[src/rtl/tmr_pkg.sv]
package tmr_pkg;

    localparam int WIN_BITS = 6;

    localparam logic [WIN_BITS-1:0] OFF_STAT = 6'h00;
    localparam logic [WIN_BITS-1:0] OFF_CTRL = 6'h04;
    localparam logic [WIN_BITS-1:0] OFF_LOAD = 6'h08;
    localparam logic [WIN_BITS-1:0] OFF_EN   = 6'h10;
    localparam logic [WIN_BITS-1:0] OFF_RELD = 6'h14;
    localparam logic [WIN_BITS-1:0] OFF_VAL  = 6'h18;
    localparam logic [WIN_BITS-1:0] OFF_CLR  = 6'h20;
    localparam logic [WIN_BITS-1:0] OFF_MASK = 6'h24;

    typedef enum logic {
        MODE_FREE = 1'b0,
        MODE_ONCE = 1'b1
    } run_mode_e;

    typedef struct packed {
        logic ctrl;
        logic load;
        logic en;
        logic reld;
        logic clr;
        logic mask;
    } chan_wr_t;

    function automatic chan_wr_t decode_wr(input logic [WIN_BITS-1:0] off);
        chan_wr_t s;
        s      = '0;
        s.ctrl = (off == OFF_CTRL);
        s.load = (off == OFF_LOAD);
        s.en   = (off == OFF_EN);
        s.reld = (off == OFF_RELD);
        s.clr  = (off == OFF_CLR);
        s.mask = (off == OFF_MASK);
        return s;
    endfunction

endpackage

[src/rtl/tmr_bus_dec.sv]
module tmr_bus_dec
    import tmr_pkg::*;
#(
    parameter int NUM_CH = 4,
    parameter int CH_W   = 2,
    parameter int ADDR_W = CH_W + WIN_BITS
) (
    input  logic              clk,
    input  logic              rst,
    input  logic              psel,
    input  logic              penable,
    input  logic              pwrite,
    input  logic [ADDR_W-1:0] paddr,
    output chan_wr_t          wr [NUM_CH]
);

    logic                hit;
    logic [CH_W-1:0]     ch;
    logic [WIN_BITS-1:0] off;
    chan_wr_t            dec;

    assign hit = psel && penable && pwrite;
    assign ch  = paddr[ADDR_W-1:WIN_BITS];
    assign off = paddr[WIN_BITS-1:0];
    assign dec = decode_wr(off);

    for (genvar g = 0; g < NUM_CH; g++) begin : g_sel
        assign wr[g] = (hit && ch == CH_W'(g)) ? dec : '0;

        // a single write reaches at most one register of one channel
        a_r2_one_target: assert property (@(posedge clk) disable iff (rst)
            $onehot0(wr[g]));
    end

endmodule

[src/rtl/tmr_chan.sv]
module tmr_chan
    import tmr_pkg::*;
#(
    parameter int CNT_W      = 32,
    parameter int CLR_CYCLES = 3,
    localparam int BW        = $clog2(CLR_CYCLES + 1)
) (
    input  logic             clk,
    input  logic             rst,
    input  chan_wr_t         wr,
    input  logic [CNT_W-1:0] wdata,
    output logic             mode_o,
    output logic [CNT_W-1:0] load_o,
    output logic             en_o,
    output logic [CNT_W-1:0] cnt_o,
    output logic             pend_o,
    output logic             busy_o,
    output logic             mask_o,
    output logic             irq_o
);

    run_mode_e        mode_q;
    logic [CNT_W-1:0] load_q;
    logic [CNT_W-1:0] cnt_q;
    logic             en_q;
    logic             pend_q;
    logic             mask_q;
    logic [BW-1:0]    clr_q;
    logic             caught_q;

    logic timeout;
    logic busy;
    logic start_clr;
    logic finish;

    assign timeout   = en_q && (cnt_q == '0);
    assign busy      = (clr_q != '0);
    assign start_clr = wr.clr && wdata[0] && !busy;
    assign finish    = (clr_q == BW'(1));

    always_ff @(posedge clk) begin
        if (rst) begin
            mode_q   <= MODE_FREE;
            load_q   <= '0;
            cnt_q    <= '0;
            en_q     <= 1'b0;
            pend_q   <= 1'b0;
            mask_q   <= 1'b1;
            clr_q    <= '0;
            caught_q <= 1'b0;
        end else begin
            if (wr.ctrl) mode_q <= run_mode_e'(wdata[0]);
            if (wr.load) load_q <= wdata;
            if (wr.mask) mask_q <= wdata[0];

            if (wr.reld)
                cnt_q <= load_q;
            else if (timeout)
                cnt_q <= (mode_q == MODE_FREE) ? load_q : '0;
            else if (en_q)
                cnt_q <= cnt_q - 1'b1;

            if (wr.en)
                en_q <= wdata[0];
            else if (timeout && mode_q == MODE_ONCE)
                en_q <= 1'b0;

            if (start_clr)
                clr_q <= BW'(CLR_CYCLES);
            else if (busy)
                clr_q <= clr_q - 1'b1;

            if (finish)
                caught_q <= 1'b0;
            else if ((busy || start_clr) && timeout)
                caught_q <= 1'b1;

            if (timeout)
                pend_q <= 1'b1;
            else if (finish && !caught_q)
                pend_q <= 1'b0;
        end
    end

    assign mode_o = mode_q;
    assign load_o = load_q;
    assign en_o   = en_q;
    assign cnt_o  = cnt_q;
    assign pend_o = pend_q;
    assign busy_o = busy;
    assign mask_o = mask_q;
    assign irq_o  = pend_q && !mask_q;

    // one step down per cycle while running
    a_r3_step: assert property (@(posedge clk) disable iff (rst)
        (en_q && !timeout && !wr.reld) |=> cnt_q == $past(cnt_q) - 1'b1);

    // an expiry always leaves the channel pending
    a_r4_pend_on_timeout: assert property (@(posedge clk) disable iff (rst)
        timeout |=> pend_q);

    // one-shot expiry stops the channel
    a_r5_once_stops: assert property (@(posedge clk) disable iff (rst)
        (timeout && mode_q == MODE_ONCE && !wr.en && !wr.reld) |=> (!en_q && cnt_q == '0));

    // a clean acknowledge drops pending when busy ends
    a_r8_drop: assert property (@(posedge clk) disable iff (rst)
        (finish && !caught_q && !timeout) |=> (!pend_o && !busy_o));

    // a write while busy does not restart the window
    a_r9_no_extend: assert property (@(posedge clk) disable iff (rst)
        (busy && wr.clr) |=> clr_q == $past(clr_q) - 1'b1);

    // an expiry caught inside the window survives it
    a_r10_keep: assert property (@(posedge clk) disable iff (rst)
        (finish && caught_q) |=> pend_o);

endmodule

[src/rtl/tmr_rd_mux.sv]
module tmr_rd_mux
    import tmr_pkg::*;
#(
    parameter int NUM_CH = 4,
    parameter int CNT_W  = 32,
    parameter int CH_W   = 2,
    parameter int ADDR_W = CH_W + WIN_BITS
) (
    input  logic [ADDR_W-1:0]             paddr,
    input  logic [NUM_CH-1:0]             mode,
    input  logic [NUM_CH-1:0][CNT_W-1:0]  load,
    input  logic [NUM_CH-1:0]             en,
    input  logic [NUM_CH-1:0][CNT_W-1:0]  cnt,
    input  logic [NUM_CH-1:0]             pend,
    input  logic [NUM_CH-1:0]             busy,
    input  logic [NUM_CH-1:0]             mask,
    output logic [CNT_W-1:0]              prdata
);

    logic [CH_W-1:0]     ch;
    logic [WIN_BITS-1:0] off;
    logic                ch_ok;
    logic [CNT_W-1:0]    stat_word;

    assign ch    = paddr[ADDR_W-1:WIN_BITS];
    assign off   = paddr[WIN_BITS-1:0];
    assign ch_ok = (int'(ch) < NUM_CH);

    always_comb begin
        stat_word = '0;
        stat_word[NUM_CH-1:0] = pend;
    end

    always_comb begin
        prdata = '0;
        if (ch_ok) begin
            case (off)
                OFF_STAT: prdata = (ch == '0) ? stat_word : '0;
                OFF_CTRL: prdata = CNT_W'(mode[ch]);
                OFF_LOAD: prdata = load[ch];
                OFF_EN:   prdata = CNT_W'(en[ch]);
                OFF_VAL:  prdata = cnt[ch];
                OFF_CLR:  prdata = CNT_W'({busy[ch], pend[ch]});
                OFF_MASK: prdata = CNT_W'(mask[ch]);
                default:  prdata = '0;
            endcase
        end
    end

endmodule

[src/rtl/tmr_quad.sv]
module tmr_quad
    import tmr_pkg::*;
#(
    parameter int NUM_CH     = 4,
    parameter int CNT_W      = 32,
    parameter int CLR_CYCLES = 3,
    localparam int CH_W      = (NUM_CH > 1) ? $clog2(NUM_CH) : 1,
    localparam int ADDR_W    = CH_W + WIN_BITS
) (
    input  logic              clk,
    input  logic              rst,
    input  logic              psel,
    input  logic              penable,
    input  logic              pwrite,
    input  logic [ADDR_W-1:0] paddr,
    input  logic [CNT_W-1:0]  pwdata,
    output logic [CNT_W-1:0]  prdata,
    output logic [NUM_CH-1:0] irq
);

    chan_wr_t                    wr [NUM_CH];
    logic [NUM_CH-1:0]           mode, en, pend, busy, mask;
    logic [NUM_CH-1:0][CNT_W-1:0] load, cnt;

    tmr_bus_dec #(.NUM_CH(NUM_CH), .CH_W(CH_W), .ADDR_W(ADDR_W)) i_dec (
        .clk(clk), .rst(rst), .psel(psel), .penable(penable),
        .pwrite(pwrite), .paddr(paddr), .wr(wr)
    );

    for (genvar g = 0; g < NUM_CH; g++) begin : g_ch
        tmr_chan #(.CNT_W(CNT_W), .CLR_CYCLES(CLR_CYCLES)) i_chan (
            .clk(clk), .rst(rst), .wr(wr[g]), .wdata(pwdata),
            .mode_o(mode[g]), .load_o(load[g]), .en_o(en[g]), .cnt_o(cnt[g]),
            .pend_o(pend[g]), .busy_o(busy[g]), .mask_o(mask[g]), .irq_o(irq[g])
        );

        // an interrupt line never fires without its channel pending and unmasked
        a_r11_irq_src: assert property (@(posedge clk) disable iff (rst)
            irq[g] |-> (pend[g] && !mask[g]));

        // a channel that is idle and not addressed keeps its count
        a_r12_isolated: assert property (@(posedge clk) disable iff (rst)
            (!en[g] && !wr[g].reld) |=> $stable(cnt[g]));
    end

    tmr_rd_mux #(.NUM_CH(NUM_CH), .CNT_W(CNT_W), .CH_W(CH_W), .ADDR_W(ADDR_W)) i_rd (
        .paddr(paddr), .mode(mode), .load(load), .en(en), .cnt(cnt),
        .pend(pend), .busy(busy), .mask(mask), .prdata(prdata)
    );

endmodule

[config.mk]
export PLATFORM = sky130hd
export DESIGN_NAME = tmr_quad
export DESIGN_NICKNAME = d
export VERILOG_FILES = /design/src/rtl/tmr_pkg.sv /design/src/rtl/tmr_bus_dec.sv /design/src/rtl/tmr_chan.sv /design/src/rtl/tmr_rd_mux.sv /design/src/rtl/tmr_quad.sv
export SDC_FILE = /design/constraint.sdc
export NUM_CORES = 1
export LEC_CHECK = 0
export CORE_AREA = 4 4 167 169
export DETAILED_ROUTE_END_ITERATION = 8
export DIE_AREA = 0 0 171 173
export DONT_BUFFER_PORTS = 1
export PLACE_DENSITY = 0.79
export SYNTH_ARGS = -nofsm -noshare
export SYNTH_HDL_FRONTEND = slang
export SYNTH_SLANG_ARGS = --single-unit
[constraint.sdc]
create_clock -name clk -period 6 [get_ports clk]
set_input_delay 1.5 -clock clk [delete_from_list [all_inputs] [get_ports clk]]
set_output_delay 1.5 -clock clk [all_outputs]
set_load 0.005 [all_outputs]
==> flow_metrics.py, run 1 <==
metrics = {
    "route": {
        "dr.pass1.iters": 6,
        "drt_drc_violations_left": 0,
        "dr_total_vias": 16090,
        "detail-route-antenna-nets": 0,
        "routed_via_density": 7.285,
        "drt-wirelength-per-cell_microns": 28.32,
        "drt_iter0_markers": 2462,
        "detail_route.wirelength_microns": 62520,
    },
    "worst_setup_path": {
        "timing.critical_path.from_type": "input port",
        "crit_required_ns": 4.50,
        "type_of_element_capturing_the_critical_path": "output port",
        "rr_startpoint": "g_ch[3].i_chan.cnt_o[21]",
        "critPathLaunch": "paddr[2]",
        "crit_path_top_delay_cell": "sky130_fd_sc_hd__nand3_2",
        "worstPathArrival_ns": 2.98,
        "crit_path_cell_trace": "nor2_1 > nand3_2 > buf_4 > o21ai_0",
        "criticalPathCategory": "input port to output port",
        "worstPathMaxFanout": 21,
        "worst_path_max_stage_delay_ns": 0.51,
    },
    "sta": {
        "hold-worst-slack_ns": 0.4770,
        "setup-tns-final_ns": 0,
        "finalClockSkew_ns": 0.02031,
        "worst_pin_slew_ns": 1.029,
        "timing.final.crit_share_pct": 74.72,
        "finalHoldViolations": 0,
        "fmax_ghz": 0.2230,
        "max_slew_headroom_pct": 30.79,
        "fin_crit_ns": 4.483,
        "timing.final.max_slew_violations": 0,
        "timing.final.setup_violations": 0,
        "setup_repair_after_global_routing_missed_its_margin": "false",
    },
    "outcome": {
        "outcome": "completed",
    },
    "grt": {
        "wire_length_of_the_first_global_routing_pass_microns": 93900,
        "grt_pass1_vias": 14960,
        "antenna_violations_before_repair": 3,
        "track_usage_pct": 41.32,
        "grt_max_degree": 201,
        "grt_remaining_overflow": 0,
    },
    "run": {
        "timing.max_cap.violations": 0,
    },
    "clock_network": {
        "root_buffer": "sky130_fd_sc_hd__clkbuf_16",
        "clk_path_buf_depth": 3,
        "h_tree_lvls": 2,
        "tritoncts_clock_tree": "built",
        "cts_sink_cnt": 284,
        "tritoncts.num_buffers": 34,
        "buffers_inserted_during_post_cts_setup_optimization": 0,
        "worstSkewPairLatency_ns": 0.52,
        "cts_repair_resize_count": 0,
        "clkSlewWorstSetupHoldPaths_ns": 0.06,
        "postCtsHoldBufs": 0,
    },
    "pwr": {
        "pwr_density_cell_nw_per_um2": 256.2,
        "power.ir.vdd_worst_uv": 287.6,
        "lkg_pwr_nw": 6.123,
        "total_power_mw": 4.371,
    },
    "yosys": {
        "async_reset_ff_share_pct": 0,
        "ys_seq_area_share_pct": 36.18,
        "number_of_synthesized_register_bits": 284,
        "syn_area_sq_um": 15710,
        "mapped_nets": 1963,
        "synth_edf_count": 0,
        "yosysWarningCount": 0,
        "synth-main-ff-cell": "sky130_fd_sc_hd__dfxtp_1",
        "synth_top_cell_area_share_pct": 36.18,
        "synth.distinct_cells": 78,
        "synth.area.top_cells": "sky130_fd_sc_hd__dfxtp_1, sky130_fd_sc_hd__mux4_2, sky130_fd_sc_hd__nand2_1, sky130_fd_sc_hd__a21oi_1, sky130_fd_sc_hd__nor2_1",
        "syn_area_per_cell_sq_um": 8.244,
        "synth_top_area_cell": "sky130_fd_sc_hd__dfxtp_1",
        "synth_cells": 1906,
    },
    "min_path": {
        "worst_hold_startpoint": "g_ch[0].i_chan.clr_q[0]",
        "worstHoldPathType": "register to register",
    },
    "floorplanning": {
        "core.rowCount": 60,
        "floorplan.initialDensity_pct": 59.12,
        "die_area_sq_um": 29580,
        "die_height_microns": 173,
        "design.core.area_sq_um": 26580,
        "die-width_microns": 171,
        "ioPinCount": 81,
    },
    "placed_design": {
        "dpl-instance-area_sq_um": 15860,
        "hpwlAfterDp_microns": 45210,
        "placedCellCount": 2146,
        "place.port_buffers": 0,
        "gp_routability_congestion": 1.124,
    },
    "finish": {
        "area_growth_syn_to_layout_pct": 8.568,
        "post_route_cells_drive_above_1_share_pct": 10.29,
        "nets": 1898,
        "area.sequential_sq_um": 5685,
        "filler_cell_count": 2301,
        "finalNonFillerCells": 2208,
        "multiInputGateArea_sq_um": 9354,
        "post-route-cell-area_sq_um": 17060,
    },
}
==> critical path, delay by kind of cell <==
kind / cells / cell delay, ns
buffers and inverters: 1 / 0.43
AOI/OAI and AO/OA: 1 / 0.30
and+or+nand+nor: 2 / 0.74
==> power by group <==
| group | internal [mW] | switching [mW] |
|---|---|---|
| clock network | 1.37 | 0.856 |
| logic | 0.0902 | 0.128 |
| registers | 1.91 | 0.0178 |
==> synth_stat cells, types with 13 or more instances <==
master	count
sky130_fd_sc_hd__dfxtp_1	284
sky130_fd_sc_hd__o21ai_0	74
sky130_fd_sc_hd__mux2i_1	38
sky130_fd_sc_hd__a211oi_1	20
sky130_fd_sc_hd__mux4_2	69
sky130_fd_sc_hd__a221oi_1	13
sky130_fd_sc_hd__and3_1	20
sky130_fd_sc_hd__a21oi_1	178
sky130_fd_sc_hd__inv_1	44
sky130_fd_sc_hd__a31oi_1	14
sky130_fd_sc_hd__or3_1	15
sky130_fd_sc_hd__nor3_1	72
sky130_fd_sc_hd__a221o_1	19
sky130_fd_sc_hd__nand2_1	379
sky130_fd_sc_hd__nand4_1	22
sky130_fd_sc_hd__or4_1	19
sky130_fd_sc_hd__nand3_1	56
sky130_fd_sc_hd__clkbuf_1	106
sky130_fd_sc_hd__nor4_1	41
sky130_fd_sc_hd__nor2_1	143
==> per-layer routing <==
| metal | wire length [microns] | GRT usage [%] | share of wire (%) | vias to the layer above |
|---|---|---|---|---|
| met3 | 9814 | 13.60 | 16 | 255 |
| met2 | 26890 | 60.95 | 43 | 1271 |
| met5 | 25 | 0 | 0.040 | - |
| li1 | - | - | - | 6936 |
| met4 | 3283 | 18.26 | 5.3 | 6 |
| met1 | 22510 | 55.38 | 36 | 7617 |
==> path summary, 6_finish.rpt <==
path                            slack [ns]  depth (start not counted)                  endpoint
worst min-delay path                  0.48                          2   g_ch[0].i_chan.clr_q[0]
worst max-delay path                  1.52                          4                 prdata[0]
worst min register to register        0.48                          2   g_ch[0].i_chan.clr_q[0]
worst max register to register        2.07                          6  g_ch[3].i_chan.cnt_o[22]
==> registers in the layout, indices dropped and copies added (netlist names) <==
name                  count
g_ch.i_chan.en_o          4
g_ch.i_chan.load_o      128
g_ch.i_chan.clr_q         8
g_ch.i_chan.mode_o        4
g_ch.i_chan.caught_q      4
g_ch.i_chan.cnt_o       128
g_ch.i_chan.pend_o        4
g_ch.i_chan.mask_o        4
==> logic make-up (layout without fill, tap and decap cells) <==
| logic type | after synthesis | after routing | synth area share, % |
|---|---|---|---|
| and+or+nand+nor | 839 | 839 | 25.02 |
| other | 0 | 1 | 0 |
| muxes | 111 | 111 | 12.60 |
| DFF | 284 | 284 | 36.18 |
| AOI/OAI and AO/OA | 465 | 465 | 19.65 |
| adders and majority gates | 12 | 12 | 0.9555 |
| buffers and inverters | 175 | 135 | 4.475 |
| xor gates and xnor gates | 20 | 20 | 1.115 |
==> final cells by class <==
type,count,area share [%]
antenna,1,0.01467
timing repair buffer,30,1.320
tap,341,2.501
inverter,44,0.9682
sequential,284,33.33
clock inverter,20,1.592
clock buffer,41,5.442
multi-input combinational,1447,54.83
==> metrics by stage <==
step	util [%]	setup WS (ns)
2_1_floorplan	-	1.085
3_3_place_gp	59.67	1.637
3_5_place_dp	59.67	1.561
4_1_cts	64.18	1.586
5_1_grt	64.18	1.450
6_report	64.19	1.517
==> layout by cell type (no fill, tap or decap), types with 35 or more instances in the layout <==
master                      instances
sky130_fd_sc_hd__nor2_1           143
sky130_fd_sc_hd__nand3_1           55
sky130_fd_sc_hd__mux2i_1           38
sky130_fd_sc_hd__inv_1             44
sky130_fd_sc_hd__nor4_1            41
sky130_fd_sc_hd__a21oi_1          177
sky130_fd_sc_hd__dfxtp_1          284
sky130_fd_sc_hd__clkbuf_16         35
sky130_fd_sc_hd__mux4_2            69
sky130_fd_sc_hd__o21ai_0           74
sky130_fd_sc_hd__nor3_1            68
sky130_fd_sc_hd__nand2_1          379
Note: power is estimated with default switching activity, not from simulation.
==> run 2, diff against run 1 <==
--- a/config.mk
+++ b/config.mk
@@ -5,11 +5,11 @@
 export SDC_FILE = /design/constraint.sdc
 export NUM_CORES = 1
 export LEC_CHECK = 0
-export CORE_AREA = 4 4 167 169
+export CORE_AREA = 4 4 170 172
 export DETAILED_ROUTE_END_ITERATION = 8
-export DIE_AREA = 0 0 171 173
+export DIE_AREA = 0 0 174 176
 export DONT_BUFFER_PORTS = 1
-export PLACE_DENSITY = 0.79
+export PLACE_DENSITY = 0.8
 export SYNTH_ARGS = -nofsm -noshare
 export SYNTH_HDL_FRONTEND = slang
 export SYNTH_SLANG_ARGS = --single-unit
==> constraint.sdc (replaced) <==
create_clock -name clk -period 3.9 [get_ports clk]
set_input_delay 0.975 -clock clk [delete_from_list [all_inputs] [get_ports clk]]
set_output_delay 0.975 -clock clk [all_outputs]
set_load 0.005 [all_outputs]
==> run 2 against run 1 <==
Cell count rose by 1.6%. Non-clock buffer count rose by 36. Setup slack got worse by 1.0 ns. First-iteration DRC count rose by 8.4%. Hold slack got worse by 0.0098 ns. Die area rose by 3.5%. Sequential cell count did not move. Clock-buffer cell count rose by 2. Via count rose by 0.85%.
==> flow_metrics.py, run 2 (same netlist as run 1, synthesis figures left out) <==
metrics = {
    "clock_network": {
        "clkSlewWorstSetupHoldPaths_ns": 0.07,
        "root_buffer": "sky130_fd_sc_hd__clkbuf_16",
        "cts_repair_resize_count": 0,
        "postCtsHoldBufs": 0,
        "tritoncts_clock_tree": "built",
        "cts_sink_cnt": 284,
        "worstSkewPairLatency_ns": 0.60,
        "tritoncts.num_buffers": 31,
        "buffers_inserted_during_post_cts_setup_optimization": 0,
        "clk_path_buf_depth": 3,
        "h_tree_lvls": 1,
    },
    "worst_setup_path": {
        "worst_path_max_stage_delay_ns": 0.53,
        "worstRegToRegCells": 7,
        "criticalPathCategory": "register to output port",
        "worstPathMaxFanout": 16,
        "crit_path_cell_trace": "buf_4 > mux4_2 > nand3_1 > o21ai_0 > a211oi_1 > o21ai_0",
        "crit_required_ns": 2.92,
        "crit_path_top_delay_cell": "sky130_fd_sc_hd__dfxtp_1",
        "r2r-end": "g_ch[0].i_chan.cnt_o[18]",
        "worstPathArrival_ns": 2.43,
        "reg2reg_slack_ns": 0.63,
        "path_depth": 6,
        "critical_path_buf_inv_count": 1,
        "type_of_element_capturing_the_critical_path": "output port",
        "cpLargestDelayFamily": "flip-flops",
        "rr_startpoint": "g_ch[0].i_chan.cnt_o[13]",
        "critical_path_most_common_cell": "sky130_fd_sc_hd__o21ai_0",
        "timing.critical_path.from_type": "register",
    },
    "grt": {
        "antenna_violations_before_repair": 2,
        "wire_length_of_the_first_global_routing_pass_microns": 96780,
        "track_usage_pct": 41.45,
        "grt_max_degree": 201,
        "grt_remaining_overflow": 0,
        "grt_pass1_vias": 14850,
    },
    "finish": {
        "mostFrequentLayoutCells": "sky130_fd_sc_hd__nand2_1, sky130_fd_sc_hd__dfxtp_1, sky130_fd_sc_hd__a21oi_1, sky130_fd_sc_hd__nor2_1, sky130_fd_sc_hd__o21ai_0",
        "area.sequential_sq_um": 5685,
        "final_common_cell": "sky130_fd_sc_hd__nand2_1",
        "multiInputGateArea_sq_um": 9353,
        "filler_cell_count": 2361,
        "nets": 1931,
        "post_route_cells_drive_above_1_share_pct": 11.60,
        "area_growth_syn_to_layout_pct": 9.619,
    },
    "route": {
        "drt_drc_violations_left": 0,
        "dr_total_vias": 16220,
        "dr.pass1.iters": 6,
        "drt-wirelength-per-cell_microns": 29.14,
        "detail-route-antenna-nets": 0,
        "routed_via_density": 7.229,
        "drt_iter0_markers": 2670,
        "detail_route.wirelength_microns": 65400,
    },
    "sta": {
        "fin_ws_ns": 0.4973,
        "finalClockSkew_ns": 0.01954,
        "hold-worst-slack_ns": 0.4672,
        "timing.final.crit_share_pct": 87.25,
        "setup-tns-final_ns": 0,
        "fmax_ghz": 0.2939,
        "timing.final.setup_violations": 0,
        "fin_crit_ns": 3.403,
        "timing.final.max_slew_violations": 0,
        "worst_pin_slew_ns": 1.020,
        "setup_repair_after_global_routing_missed_its_margin": "false",
        "max_slew_headroom_pct": 31.75,
        "finalHoldViolations": 0,
    },
    "min_path": {
        "worstHoldPathType": "input port to register",
        "whs_endpoint": "g_ch[0].i_chan.cnt_o[1]",
        "worst_hold_startpoint": "rst",
        "hold_path_depth": 1,
    },
    "floorplanning": {
        "core.rowCount": 61,
        "die-width_microns": 174,
        "design.core.area_sq_um": 27480,
        "die_height_microns": 176,
        "floorplan.initialDensity_pct": 57.19,
        "ioPinCount": 81,
        "die_area_sq_um": 30620,
    },
    "pwr": {
        "total_power_mw": 6.460,
        "lkg_pwr_nw": 6.243,
        "pwr_density_cell_nw_per_um2": 375.0,
        "power.ir.vdd_worst_uv": 314.8,
    },
    "placed_design": {
        "gp_routability_congestion": 1.007,
        "dp_worst_setup_slack_ns": 0.4526,
        "hpwlAfterDp_microns": 48330,
        "place.port_buffers": 0,
    },
    "run": {
        "timing.max_cap.violations": 0,
    },
    "outcome": {
        "outcome": "completed",
    },
}
-- run 2: cell count changes in the layout (fill, tap and decap cells not counted) --
cell,delta
sky130_fd_sc_hd__buf_4,+35
sky130_fd_sc_hd__clkbuf_16,-4
sky130_fd_sc_hd__clkbuf_8,+4
sky130_fd_sc_hd__clkinvlp_4,-3
sky130_fd_sc_hd__bufinv_16,-2
sky130_fd_sc_hd__clkbuf_1,+2
sky130_fd_sc_hd__inv_6,-2
sky130_fd_sc_hd__buf_12,+1
sky130_fd_sc_hd__clkinv_2,-1
sky130_fd_sc_hd__inv_16,+1
sky130_fd_sc_hd__or3_1,+1
sky130_fd_sc_hd__or3_2,-1
-- run 2: worst max-delay path by stage --
stage | startpoint | end | slack (ns)
after floorplan | paddr[7] | prdata[11] | 0.03
after global placement | paddr[1] | g_ch[1].i_chan.cnt_o[14] | 0.48
after detailed placement | paddr[1] | g_ch[1].i_chan.cnt_o[14] | 0.45
after CTS | g_ch[0].i_chan.en_o | prdata[0] | 0.53
after global routing | paddr[1] | prdata[0] | 0.48
final | g_ch[0].i_chan.en_o | prdata[0] | 0.50
-- run 2: power by group --
| group | internal (mW) | switching, mW |
|---|---|---|
| combinational | 0.144 | 0.212 |
| sequential | 2.94 | 0.0278 |
| clock | 1.86 | 1.28 |
| total | 4.94 | 1.52 |
-- run 2: final cells by class --
type,instances,share of cell area (%)
Antenna cell,1,0.01453
Clock buffer,43,5.172
Clock inverter,13,1.082
Inverter,44,0.9589
Multi-Input combinational cell,1447,54.30
Sequential cell,284,33.01
Tap cell,346,2.513
Timing Repair Buffer,66,2.949
-- run 2: per-layer routing --
metal	wire length (microns)	global-route usage [%]
met1	24120	55.67
met3	9439	11.41
met5	23	0
met4	3614	18.34
met2	28210	63.03
-- run 2: metrics by stage --
step           instance area [sq um]  util (%)  std cells
4_1_cts                        17220     62.68       2243
2_1_floorplan                  15710         -       1906
6_report                       17220     62.69       2244
3_5_place_dp                   16140     58.76       2187
3_3_place_gp                   16140     58.76       2187
5_1_grt                        17220     62.68       2243
==> run 3, diff against run 2 <==
--- a/config.mk
+++ b/config.mk
@@ -5,11 +5,13 @@
 export SDC_FILE = /design/constraint.sdc
 export NUM_CORES = 1
 export LEC_CHECK = 0
-export CORE_AREA = 4 4 170 172
+export ABC_AREA = 1
+export CORE_AREA = 4 4 175 177
 export DETAILED_ROUTE_END_ITERATION = 8
-export DIE_AREA = 0 0 174 176
+export DIE_AREA = 0 0 179 181
 export DONT_BUFFER_PORTS = 1
 export PLACE_DENSITY = 0.8
+export REMOVE_ABC_BUFFERS = 1
 export SYNTH_ARGS = -nofsm -noshare
 export SYNTH_HDL_FRONTEND = slang
 export SYNTH_SLANG_ARGS = --single-unit
==> run 3 against run 2 <==
Clock-buffer cell count up 3. Utilization up 0.30 points. Cell count up 33%. Combinational power up 23%. Sequential power about the same. Largest power group unchanged. Die area up 5.8%. Global-route usage down 1.5 points.
==> flow_metrics.py, run 3 <==
metrics = {
    "yosys": {
        "yosys.cell_count.top_type": "sky130_fd_sc_hd__nor2_1",
        "yosysWarningCount": 0,
        "synth.distinct_cells": 45,
        "synth_top_area_cell": "sky130_fd_sc_hd__dfxtp_1",
        "ys_seq_area_share_pct": 33.73,
        "syn_area_per_cell_sq_um": 6.422,
        "synth_edf_count": 0,
        "async_reset_ff_share_pct": 0,
        "synth-main-ff-cell": "sky130_fd_sc_hd__dfxtp_1",
        "yosys-top-cells-count": "sky130_fd_sc_hd__nor2_1, sky130_fd_sc_hd__nand2_1, sky130_fd_sc_hd__o21ai_0, sky130_fd_sc_hd__dfxtp_1, sky130_fd_sc_hd__inv_1",
        "synth_top_cell_area_share_pct": 33.73,
        "number_of_synthesized_register_bits": 284,
        "synth_cells": 2625,
        "syn_area_sq_um": 16860,
        "synth.area.top_cells": "sky130_fd_sc_hd__dfxtp_1, sky130_fd_sc_hd__nor2_1, sky130_fd_sc_hd__o21ai_0, sky130_fd_sc_hd__nand2_1, sky130_fd_sc_hd__inv_1",
    },
    "finish": {
        "nets": 2626,
        "final_core_utilization_pct": 62.98,
        "post-route-cell-area_sq_um": 18420,
        "final_common_cell": "sky130_fd_sc_hd__nor2_1",
        "finalNonFillerCells": 2985,
        "post_route_cells_drive_above_1_share_pct": 6.052,
        "area_growth_syn_to_layout_pct": 9.263,
        "mostFrequentLayoutCells": "sky130_fd_sc_hd__nor2_1, sky130_fd_sc_hd__nand2_1, sky130_fd_sc_hd__o21ai_0, sky130_fd_sc_hd__dfxtp_1, sky130_fd_sc_hd__inv_1",
    },
    "placed_design": {
        "dp_worst_setup_slack_ns": 0.6050,
        "place.port_buffers": 0,
        "placedCellCount": 2923,
        "gp_routability_congestion": 1.020,
        "dpl-instance-area_sq_um": 17140,
        "hpwlAfterDp_microns": 48860,
    },
    "route": {
        "detail-route-antenna-nets": 0,
        "dr.pass1.iters": 8,
        "routed_via_density": 6.280,
        "drt_drc_violations_left": 0,
        "top_layer": "met4",
        "route.layer.met1.wl_microns": 25490,
        "wl_met3_microns": 8453,
        "dr_total_vias": 18750,
        "drt_iter0_markers": 2623,
        "wl_met2_microns": 28890,
        "drt-wirelength-per-cell_microns": 22.21,
        "detail_route.wirelength_microns": 66290,
    },
    "floorplanning": {
        "die_height_microns": 181,
        "ioPinCount": 81,
        "die-width_microns": 179,
        "core.rowCount": 63,
        "design.core.area_sq_um": 29240,
        "floorplan.initialDensity_pct": 57.64,
        "die_area_sq_um": 32400,
    },
    "pwr": {
        "total_power_mw": 7.029,
        "power.ir.vdd_worst_uv": 242.9,
        "lkg_pwr_nw": 9.060,
        "pwr_density_cell_nw_per_um2": 381.6,
    },
    "clock_network": {
        "tritoncts.num_buffers": 34,
        "cts_repair_resize_count": 0,
        "root_buffer": "sky130_fd_sc_hd__clkbuf_16",
        "tritoncts_clock_tree": "built",
        "clkSlewWorstSetupHoldPaths_ns": 0.06,
        "postCtsHoldBufs": 0,
        "worstSkewPairLatency_ns": 0.52,
        "cts_sink_cnt": 284,
        "clk_path_buf_depth": 3,
        "h_tree_lvls": 2,
        "buffers_inserted_during_post_cts_setup_optimization": 0,
    },
    "run": {
        "timing.max_cap.violations": 0,
    },
    "worst_setup_path": {
        "criticalPathCategory": "input port to output port",
        "crit_path_cell_trace": "inv_1 > nand2_2 > clkinv_1 > buf_4 > a22oi_1 > o221ai_1 > a21o_1",
        "crit_required_ns": 2.92,
        "crit_path_top_delay_cell": "sky130_fd_sc_hd__a22oi_1",
        "type_of_element_capturing_the_critical_path": "output port",
        "critical_path_buf_inv_count": 3,
        "worstPathArrival_ns": 2.38,
        "worstPathMaxFanout": 29,
        "timing.critical_path.from_type": "input port",
        "worst_path_max_stage_delay_ns": 0.47,
        "worstRegToRegCells": 14,
        "cpLargestDelayFamily": "compound AO/OA/AOI/OAI gates",
        "path_depth": 7,
    },
    "outcome": {
        "outcome": "completed",
    },
    "grt": {
        "antenna_violations_before_repair": 1,
        "track_usage_pct": 39.93,
        "grt_pass1_vias": 17220,
        "grt_max_degree": 112,
        "grt_remaining_overflow": 0,
        "wire_length_of_the_first_global_routing_pass_microns": 100600,
    },
    "sta": {
        "timing.final.max_slew_violations": 0,
        "timing.final.crit_share_pct": 86.05,
        "timing.final.setup_violations": 0,
        "fmax_ghz": 0.2980,
        "finalClockSkew_ns": 0.02708,
        "finalHoldViolations": 0,
        "hold-worst-slack_ns": 0.4636,
        "setup-tns-final_ns": 0,
        "max_slew_headroom_pct": 46.69,
        "fin_crit_ns": 3.356,
        "setup_repair_after_global_routing_missed_its_margin": "false",
        "worst_pin_slew_ns": 0.7967,
        "fin_ws_ns": 0.5441,
    },
    "min_path": {
        "hold_path_depth": 2,
        "worstHoldPathType": "register to register",
    },
}
[run 3: cell types whose count changed after synthesis, moves of 36 or more]
cell / before / now
sky130_fd_sc_hd__a21oi_1: 178 / 123
sky130_fd_sc_hd__a22oi_1: 12 / 90
sky130_fd_sc_hd__inv_1: 44 / 249
sky130_fd_sc_hd__mux2i_1: 38 / 0
sky130_fd_sc_hd__mux4_2: 69 / 0
sky130_fd_sc_hd__nand2_1: 379 / 418
sky130_fd_sc_hd__nand3_1: 56 / 147
sky130_fd_sc_hd__nor2_1: 143 / 518
sky130_fd_sc_hd__nor3_1: 72 / 28
sky130_fd_sc_hd__nor4_1: 41 / 2
sky130_fd_sc_hd__o21ai_0: 74 / 333
sky130_fd_sc_hd__xor2_1: 9 / 45
[run 3: cell type report]
cell class                      count  area (sq um)
Tap cell                          390         488.0
Inverter                          265         999.7
Timing Repair Buffer               38         347.8
Clock buffer                       46          1020
Multi-Input combinational cell   1946          9614
Antenna cell                        1         2.502
Sequential cell                   284          5685
Fill cell                        2749         10830
Clock inverter                     15         261.5
[run 3: worst register-to-register path: stages (launching register included)]
cell and delay (ns):
sky130_fd_sc_hd__dfxtp_1 0.30, sky130_fd_sc_hd__inv_1 0.17, sky130_fd_sc_hd__ha_1 0.25, sky130_fd_sc_hd__nand3_2 0.18, sky130_fd_sc_hd__nor2_4 0.32, sky130_fd_sc_hd__nand3_1 0.14, sky130_fd_sc_hd__nor2_2 0.09, sky130_fd_sc_hd__buf_4 0.18
sky130_fd_sc_hd__inv_2 0.08, sky130_fd_sc_hd__o21ai_2 0.44, sky130_fd_sc_hd__buf_4 0.42, sky130_fd_sc_hd__nand2_1 0.11, sky130_fd_sc_hd__nand2_1 0.07, sky130_fd_sc_hd__nor2_1 0.04, sky130_fd_sc_hd__nor2_1 0.09
[run 3: kinds of logic after synthesis]
kind of cell | count (synthesis) | synth area share (%)
and+or+nand+nor | 1197 | 29.65
adders and majority gates | 12 | 0.8906
AOI/OAI and AO/OA | 672 | 23.05
DFF | 284 | 33.73
buffers and inverters | 395 | 9.300
xor gates and xnor gates | 65 | 3.377
[run 3: path summary, 6_finish.rpt]
path / from / to / slack, ns
worst max register to register: g_ch[3].i_chan.cnt_o[1] / g_ch[3].i_chan.cnt_o[30] / 0.98
worst min register to register: g_ch[2].i_chan.load_o[24] / g_ch[2].i_chan.cnt_o[24] / 0.46
worst min-delay path: g_ch[2].i_chan.load_o[24] / g_ch[2].i_chan.cnt_o[24] / 0.46
worst max-delay path: paddr[7] / prdata[14] / 0.54
[run 3: power breakdown]
part           switching (mW)  leakage [nW]  internal [mW]
clock                    1.32         0.622           2.30
combinational           0.305          6.15          0.132
sequential             0.0285          2.29           2.94
[run 3: routing by layer]
| layer | GRT usage [%] | vias up |
|---|---|---|
| met2 | 61.32 | 1175 |
| met5 | 0 | - |
| li1 | - | 8645 |
| met3 | 9.081 | 230 |
| met4 | 17.07 | 0 |
| met1 | 53.84 | 8697 |
